--- src/rtl/lsc_pkg.sv ---
package lsc_pkg;
  // fast control register bit positions (software-visible)
  localparam int FAST_INIT_BIT = 0;
  localparam int FAST_A20_BIT  = 1;
  localparam int FAST_LOCK_BIT = 3;
  // reset control register bit positions (software-visible)
  localparam int RC_SEL_BIT    = 1;
  localparam int RC_GO_BIT     = 2;

  typedef struct packed {
    logic lock;
    logic a20;
    logic init;
  } fast_t;
endpackage

--- src/rtl/lsc_fast_reg.sv ---
module lsc_fast_reg
  import lsc_pkg::*;
(
  input  logic  clk,
  input  logic  rst_n,
  input  logic  wr_en,
  input  logic  init_in,
  input  logic  a20_in,
  input  logic  lock_in,
  output fast_t q,
  output logic  init_rise
);
  fast_t d;

  always_comb begin
    d      = q;
    d.init = init_in;
    d.a20  = a20_in;
    d.lock = q.lock | lock_in;  // set-only; cleared by reset alone
  end

  always_ff @(posedge clk or negedge rst_n) begin
    if (!rst_n) begin
      q <= '0;
    end else if (wr_en) begin
      q <= d;
    end
  end

  assign init_rise = wr_en & init_in & ~q.init;
endmodule

--- src/rtl/lsc_init_pulse.sv ---
module lsc_init_pulse #(
  parameter int LEN   = 16,
  localparam int CNT_W = $clog2(LEN + 1)
) (
  input  logic clk,
  input  logic rst_n,
  input  logic fire,
  output logic pulse
);
  logic [CNT_W-1:0] cnt_q, cnt_d;
  logic             cnt_en;

  always_comb begin
    cnt_d  = cnt_q;
    cnt_en = 1'b0;
    if (cnt_q != '0) begin
      cnt_d  = cnt_q - 1'b1;
      cnt_en = 1'b1;
    end else if (fire) begin
      cnt_d  = CNT_W'(LEN);
      cnt_en = 1'b1;
    end
  end

  always_ff @(posedge clk or negedge rst_n) begin
    if (!rst_n) begin
      cnt_q <= '0;
    end else if (cnt_en) begin
      cnt_q <= cnt_d;
    end
  end

  assign pulse = (cnt_q != '0);
endmodule

--- src/rtl/lsc_rst_ctl.sv ---
module lsc_rst_ctl (
  input  logic clk,
  input  logic rst_n,
  input  logic wr_en,
  input  logic sel_in,
  input  logic go_in,
  output logic sel_q,
  output logic go_q,
  output logic hard_req,
  output logic soft_req
);
  logic go_rise;
  logic hard_d, soft_d;

  always_comb begin
    go_rise = wr_en & go_in & ~go_q;
    hard_d  = go_rise & sel_in;
    soft_d  = go_rise & ~sel_in;
  end

  always_ff @(posedge clk or negedge rst_n) begin
    if (!rst_n) begin
      sel_q <= 1'b0;
      go_q  <= 1'b0;
    end else if (wr_en) begin
      sel_q <= sel_in;
      go_q  <= go_in;
    end
  end

  always_ff @(posedge clk or negedge rst_n) begin
    if (!rst_n) begin
      hard_req <= 1'b0;
      soft_req <= 1'b0;
    end else begin
      hard_req <= hard_d;
      soft_req <= soft_d;
    end
  end
endmodule

--- src/rtl/legacy_sysctl.sv ---
module legacy_sysctl
  import lsc_pkg::*;
#(
  parameter int                ADDR_W    = 16,
  parameter logic [ADDR_W-1:0] FAST_ADDR = 16'h0092,
  parameter logic [ADDR_W-1:0] RSTC_ADDR = 16'h0CF9,
  parameter int                INIT_LEN  = 16
) (
  input  logic              clk,
  input  logic              rst_n,
  input  logic [ADDR_W-1:0] io_addr,
  input  logic [7:0]        io_wdata,
  input  logic              io_wr,
  input  logic              io_rd,
  output logic [7:0]        io_rdata,
  output logic              a20_alt,
  output logic              cpu_init,
  output logic              hard_rst_req,
  output logic              soft_rst_req,
  output logic              pw_lock
);
  logic  rst_meta_n, rst_q_n;
  logic  hit_fast, hit_rstc, wr_fast, wr_rstc;
  fast_t fast_q;
  logic  init_rise;
  logic  sel_q, go_q;
  logic  wdata_unused;

  // asynchronous assert, synchronous release
  always_ff @(posedge clk or negedge rst_n) begin
    if (!rst_n) begin
      rst_meta_n <= 1'b0;
      rst_q_n    <= 1'b0;
    end else begin
      rst_meta_n <= 1'b1;
      rst_q_n    <= rst_meta_n;
    end
  end

  always_comb begin
    hit_fast = (io_addr == FAST_ADDR);
    hit_rstc = (io_addr == RSTC_ADDR);
    wr_fast  = io_wr & hit_fast;
    wr_rstc  = io_wr & hit_rstc;
  end

  assign wdata_unused = ^io_wdata[7:4];

  lsc_fast_reg u_fast (
    .clk       (clk),
    .rst_n     (rst_q_n),
    .wr_en     (wr_fast),
    .init_in   (io_wdata[FAST_INIT_BIT]),
    .a20_in    (io_wdata[FAST_A20_BIT]),
    .lock_in   (io_wdata[FAST_LOCK_BIT]),
    .q         (fast_q),
    .init_rise (init_rise)
  );

  lsc_init_pulse #(.LEN(INIT_LEN)) u_pulse (
    .clk   (clk),
    .rst_n (rst_q_n),
    .fire  (init_rise),
    .pulse (cpu_init)
  );

  lsc_rst_ctl u_rctl (
    .clk      (clk),
    .rst_n    (rst_q_n),
    .wr_en    (wr_rstc),
    .sel_in   (io_wdata[RC_SEL_BIT]),
    .go_in    (io_wdata[RC_GO_BIT]),
    .sel_q    (sel_q),
    .go_q     (go_q),
    .hard_req (hard_rst_req),
    .soft_req (soft_rst_req)
  );

  always_comb begin
    io_rdata = 8'h00;
    if (io_rd && hit_fast) begin
      io_rdata[FAST_INIT_BIT] = fast_q.init;
      io_rdata[FAST_A20_BIT]  = fast_q.a20;
      io_rdata[FAST_LOCK_BIT] = fast_q.lock;
    end else if (io_rd && hit_rstc) begin
      io_rdata[RC_SEL_BIT] = sel_q;
      io_rdata[RC_GO_BIT]  = go_q;
    end
  end

  assign a20_alt = fast_q.a20;
  assign pw_lock = fast_q.lock;
endmodule

--- config.mk ---
export PLATFORM = sky130hd
export DESIGN_NAME = legacy_sysctl
export DESIGN_NICKNAME = d
export VERILOG_FILES = /design/src/rtl/lsc_pkg.sv /design/src/rtl/lsc_fast_reg.sv /design/src/rtl/lsc_init_pulse.sv /design/src/rtl/lsc_rst_ctl.sv /design/src/rtl/legacy_sysctl.sv
export SDC_FILE = /design/constraint.sdc
export NUM_CORES = 1
export LEC_CHECK = 0
export ABC_AREA = 1
export ABC_CLOCK_PERIOD_IN_PS = 2170
export BUFFER_PORTS_ARGS = -buffer_cell sky130_fd_sc_hd__buf_2
export CELL_PAD_IN_SITES_DETAIL_PLACEMENT = 1
export CELL_PAD_IN_SITES_GLOBAL_PLACEMENT = 2
export CORE_MARGIN = 2
export CORE_UTILIZATION = 23
export CTS_CLUSTER_SIZE = 8
export DETAILED_ROUTE_END_ITERATION = 10
export PLACE_DENSITY_LB_ADDON = 0.1
export SETUP_SLACK_MARGIN = 0.4
export SLEW_MARGIN = 25
export SYNTH_ARGS = -nofsm -noshare
export SYNTH_HDL_FRONTEND = slang
export SYNTH_SLANG_ARGS = --single-unit
--- constraint.sdc ---
create_clock -name clk -period 2.17 [get_ports clk]
set_clock_uncertainty 0.05 [all_clocks]
set_input_delay 0.651 -clock clk [delete_from_list [all_inputs] [get_ports clk]]
set_output_delay 0.651 -clock clk [all_outputs]
set_load 0.01 [all_outputs]
# Word level (Yosys, flattened, before mapping)
# Cells that the tools add are included.
[word_totals]
register_bits = 14
in_bits = 28
output_inout_bits = 13
elab_cells = 39
[classes]
addsub = 1
n_eq_ne = 2
n_mux = 9
n_bitwise = 12
n_reduce_logical = 5
[ops]
columns = ["cell", "n"]
rows = [
  ["$eq A16 B12 Y1 const B", 1],
  ["$eq A16 B8 Y1 const B", 1],
  ["$mux W5", 2],
  ["$and A1 B1 Y1", 8],
  ["$mux W1", 6],
  ["$reduce_bool A5 Y1", 1],
  ["$sub A5 B1 Y5 const B", 1],
  ["$not A1 Y1", 3],
  ["$logic_and A1 B1 Y1", 2],
  ["$mux W2", 1],
  ["$reduce_and A2 Y1", 1],
  ["$reduce_bool A2 Y1", 1],
  ["$or A1 B1 Y1", 1],
]

# Longest topological paths before layout
[depth]
word_depth = 7
ltp_mapped = 8
depth_no_buf = 8

# Cells and area by module
# A second synthesis with hierarchy kept.
[unflattened]
hier_cells = 114
hier_area_um2 = 814.5
[modules_own_cells]
columns = ["mod", "instances", "cells_per_inst", "area_per_inst_um2", "seq_area_each_um2"]
rows = [
  ["lsc_init_pulse", 1, 34, 279.0, 125.1],
  ["legacy_sysctl", 1, 53, 276.5, 50.0],
  ["lsc_rst_ctl", 1, 13, 142.6, 100.1],
  ["lsc_fast_reg", 1, 14, 116.4, 75.1],
]

# Least setup slack after synthesis
# No wires, ideal clock.
[synth_path]
path_type = "input to output"
startpoint = "input port io_addr[8]"
endpoint = "output port io_rdata[1]"
arrival_time_ns = 1.397
required_time_ns = 1.469
path_slack_ns = 0.072
stages = 7
path_buffers = 0
cell_sequence = "inv_1 > nand2_2 > nor3_1 > nand2_1 > nor2_4 > nand2_1 > o21ai_1"
[synth_via]
elab_chain_len = 4
elab_cells_between_ends = 6
classes_between = "eq/ne (2); mux (2); reduce/logical (2)"
[synth_lines]
columns = ["item", "line_no", "text"]
rows = [
  ["start: declaration", "legacy_sysctl.sv:11", "input logic [ADDR_W-1:0] io_addr,"],
  ["$eq A16 B12 Y1", "legacy_sysctl.sv:42", "hit_rstc = (io_addr == RSTC_ADDR);"],
  ["$logic_and A1 B1 Y1", "legacy_sysctl.sv:85", "end else if (io_rd && hit_rstc) begin"],
  ["$mux W2", "legacy_sysctl.sv:85", ""],
  ["$mux W1 (*)", "legacy_sysctl.sv:81", "if (io_rd && hit_fast) begin"],
  ["end: declaration", "legacy_sysctl.sv:15", "output logic [7:0] io_rdata,"],
]
# Every way passes the cells marked *; elsewhere a longest branch is shown, timed or not.

# Final worst setup path
[layout_path]
startpoint = "input port io_addr[13]"
endpoint = "output port io_rdata[1]"
# Same word-level chain as after synthesis.

==> run metrics <==
Yosys cell types=23; metal3 WL=126 um; total power=1.04 mW; CTS buffer count=3; top cell type by total area after synthesis=dfrtp_1; Syn-to-layout area delta=76.8%; Reg2Reg Depth=6; P_sw=0.334 mW; overall die area=4210 um2; fill count=443; syn avg cell area=7.76 um2; vias=846; Tcrit/Tclk final=104%; drt first pass iters=4; Lkg Pwr=0.814 nW; run status=finished, violations left; reg2reg setup slack=0.90 ns; Worst EP arrival=1.57 ns; yosys warns=0; largest net degree at the start of global routing=13; port bufs=32; clk root buf=clkbuf_8; setup ws final=-0.0967 ns; die width=64.9 um; Slew HR=66.0%; drt wl/cell=10.6 um; sequential area share after synthesis=41.1%; Starting Density=23.7%; n_diodes=0; First DRT Iteration DRCs=9; Placed Area=1130 um2; RSZ-0062 raised after global routing=true; max layer used=met4; Max FO, Critical Path=2; Detailed Route WL=2.26 mm; failing checks=negative setup slack; worst skew pair latency=0.24 ns; layout cell share with drive strength beyond 1=64.2%; top cells by area, synth=dfrtp_1, nand2_1, inv_1; Slew Limit Fails=0; VDD IR max=385 uV; Reg clk slew, reported paths=0.06 ns; met2 wire length=1.15 mm; top-area cell type share of the netlist area=41.1%; synthesized area=853 um2; number of global-route vias before repair=883; Routability Congestion=0.680; min-delay worst type=in2async; CORE AREA=3610 um2; initial antenna violation count=0; Reg-to-Reg End=u_pulse.cnt_q[2]; io pins=41; Worst Path Required=1.47 ns; # clock sinks=14; clock tree buffer depth=2; ANT nets after route=0; most common cell after layout, fill and taps aside=buf_2; Tmin final=2.27 ns; Worst R2R Start=u_pulse.cnt_q[0]; Int Power=0.710 mW; Final nets=195; pwr/cell area=692 nW/um2; H-tree Lvls=1; max-cap violation count=0; crit path capture type=output pin; GRT Util Overall=11.9%; Hold Violations, Final=0; Setup violations, final=4; Vias/cell=3.97; final cell count without fillers=213; Overflow after GRT=0; wl on met1=963 um; maximum clock frequency=441 MHz; worst slew pin tran=0.510 ns; startpoint types=input port; CTS tree=done; Flop pwr share=32.5%; leading cell types in the layout, fill and taps excluded=buf_2, nand2_1, buf_6, buf_4, dfrtp_1; Syn Inst Count=110; global-route wire length before repair=3.82 mm; die height=64.9 um; DP Cell Count=194; CTS Hold Buffers Added=0; Yosys reg bits=14; DP Wirelength=1.65 mm; clock network fraction of total power=24.2%; Switching Fraction=32.0%; CP Class=in2out; Comb power frac=43.3%; post-layout instance area=1510 um2; Placement Rows=22; DRC errors left=0
## per-layer routing
| metal | vias up | GRT usage (%) |
|---|---|---|
| met5 | - | 0 |
| met1 | 389 | 14.9 |
| met4 | 0 | 2.39 |
| met2 | 22 | 20.1 |
| met3 | 2 | 3.82 |
| li1 | 433 | - |
## per-stage QoR
stage	setup TNS (ns)	hold slack [ns]	setup WS (ns)	util (%)
finish	-0.207	0.132	-0.0967	41.8
global route	-0.483	0.127	-0.174	41.8
CTS	-0.228	0.127	-0.102	39.8
detailed placement	-0.571	0.180	-0.158	31.4
global placement	-0.551	0.184	-0.153	31.4
floorplan	0	0.0972	0.105	-
## registers in the layout, summed over array words and instances, names as in the netlist
name and cells:
u_rctl.go_q 1, u_fast.q 3, u_rctl.sel_q 1, u_pulse.cnt_q 5, rst_q_n 1, u_rctl.hard_req 1
rst_meta_n 1, u_rctl.soft_req 1
## kinds of logic (layout without fill, tap and decap cells)
family          Yosys count  in the layout  share of synthesized area (%)
simple gates             60             60                           38.9
flops                    14             14                           41.1
other cells               2              5                          0.880
compound gates            6              6                           4.11
fa+ha+maj                 1              1                           1.47
buf+inv                  27             79                           13.6
## worst max-delay path, cell delays in order
cell	delay, ns
buf_6	0.10
inv_4	0.05
nand2_4	0.04
nor2_4	0.13
nand4_1	0.14
nor2_4	0.12
nand2_2	0.07
o21ai_2	0.13
buf_2	0.14
## cell usage after synthesis
cell type  instances
nand2_1           26
inv_1             20
dfrtp_1           14
nor2_1             8
nand3_1            7
buf_4              4
nand2_2            4
o21ai_1            4
inv_2              3
nand4_1            3
nor2_4             3
conb_1             2
nor3_1             2
a31oi_1            1
ha_1               1
nand2_4            1
nand4_4            1
nor2_2             1
nor2_8             1
nor3_2             1
o21ai_2            1
or2_1              1
or2_2              1
## area by class of cell
class,instances,area (um2),share of cell area (%)
multi-input cells,72,527,34.9
repair buffers,52,410,27.2
flip-flops and latches,14,350,23.2
inverters,23,106,7.05
well taps,48,60.1,3.98
clock buffers,4,55.1,3.65
## repair_timing
item | in CTS | in global routing
resized for setup | 44 | 11
setup buffers | 11 | 4
setup endpoints to repair | 5 | 6
pin swaps | 13 | 11
## worst max-delay path by stage
stage | startpoint | end | depth (start not counted)
6_report | io_addr[13] | io_rdata[1] | 9
2_1_floorplan | io_addr[8] | io_rdata[2] | 7
3_5_place_dp | io_addr[12] | io_rdata[1] | 9
4_1_cts | io_addr[13] | io_rdata[2] | 9
3_3_place_gp | io_addr[12] | io_rdata[1] | 9
5_1_grt | io_addr[12] | io_rdata[2] | 9
## power groups by stage
stage	registers [mW]	logic (mW)	clock network, mW
2_1_floorplan	0.332	0.167	0
3_3_place_gp	0.339	0.221	0
3_5_place_dp	0.341	0.231	0
4_1_cts	0.338	0.408	0.264
5_1_grt	0.347	0.502	0.274
6_report	0.340	0.452	0.253
Power figures use the tool's default switching activity.
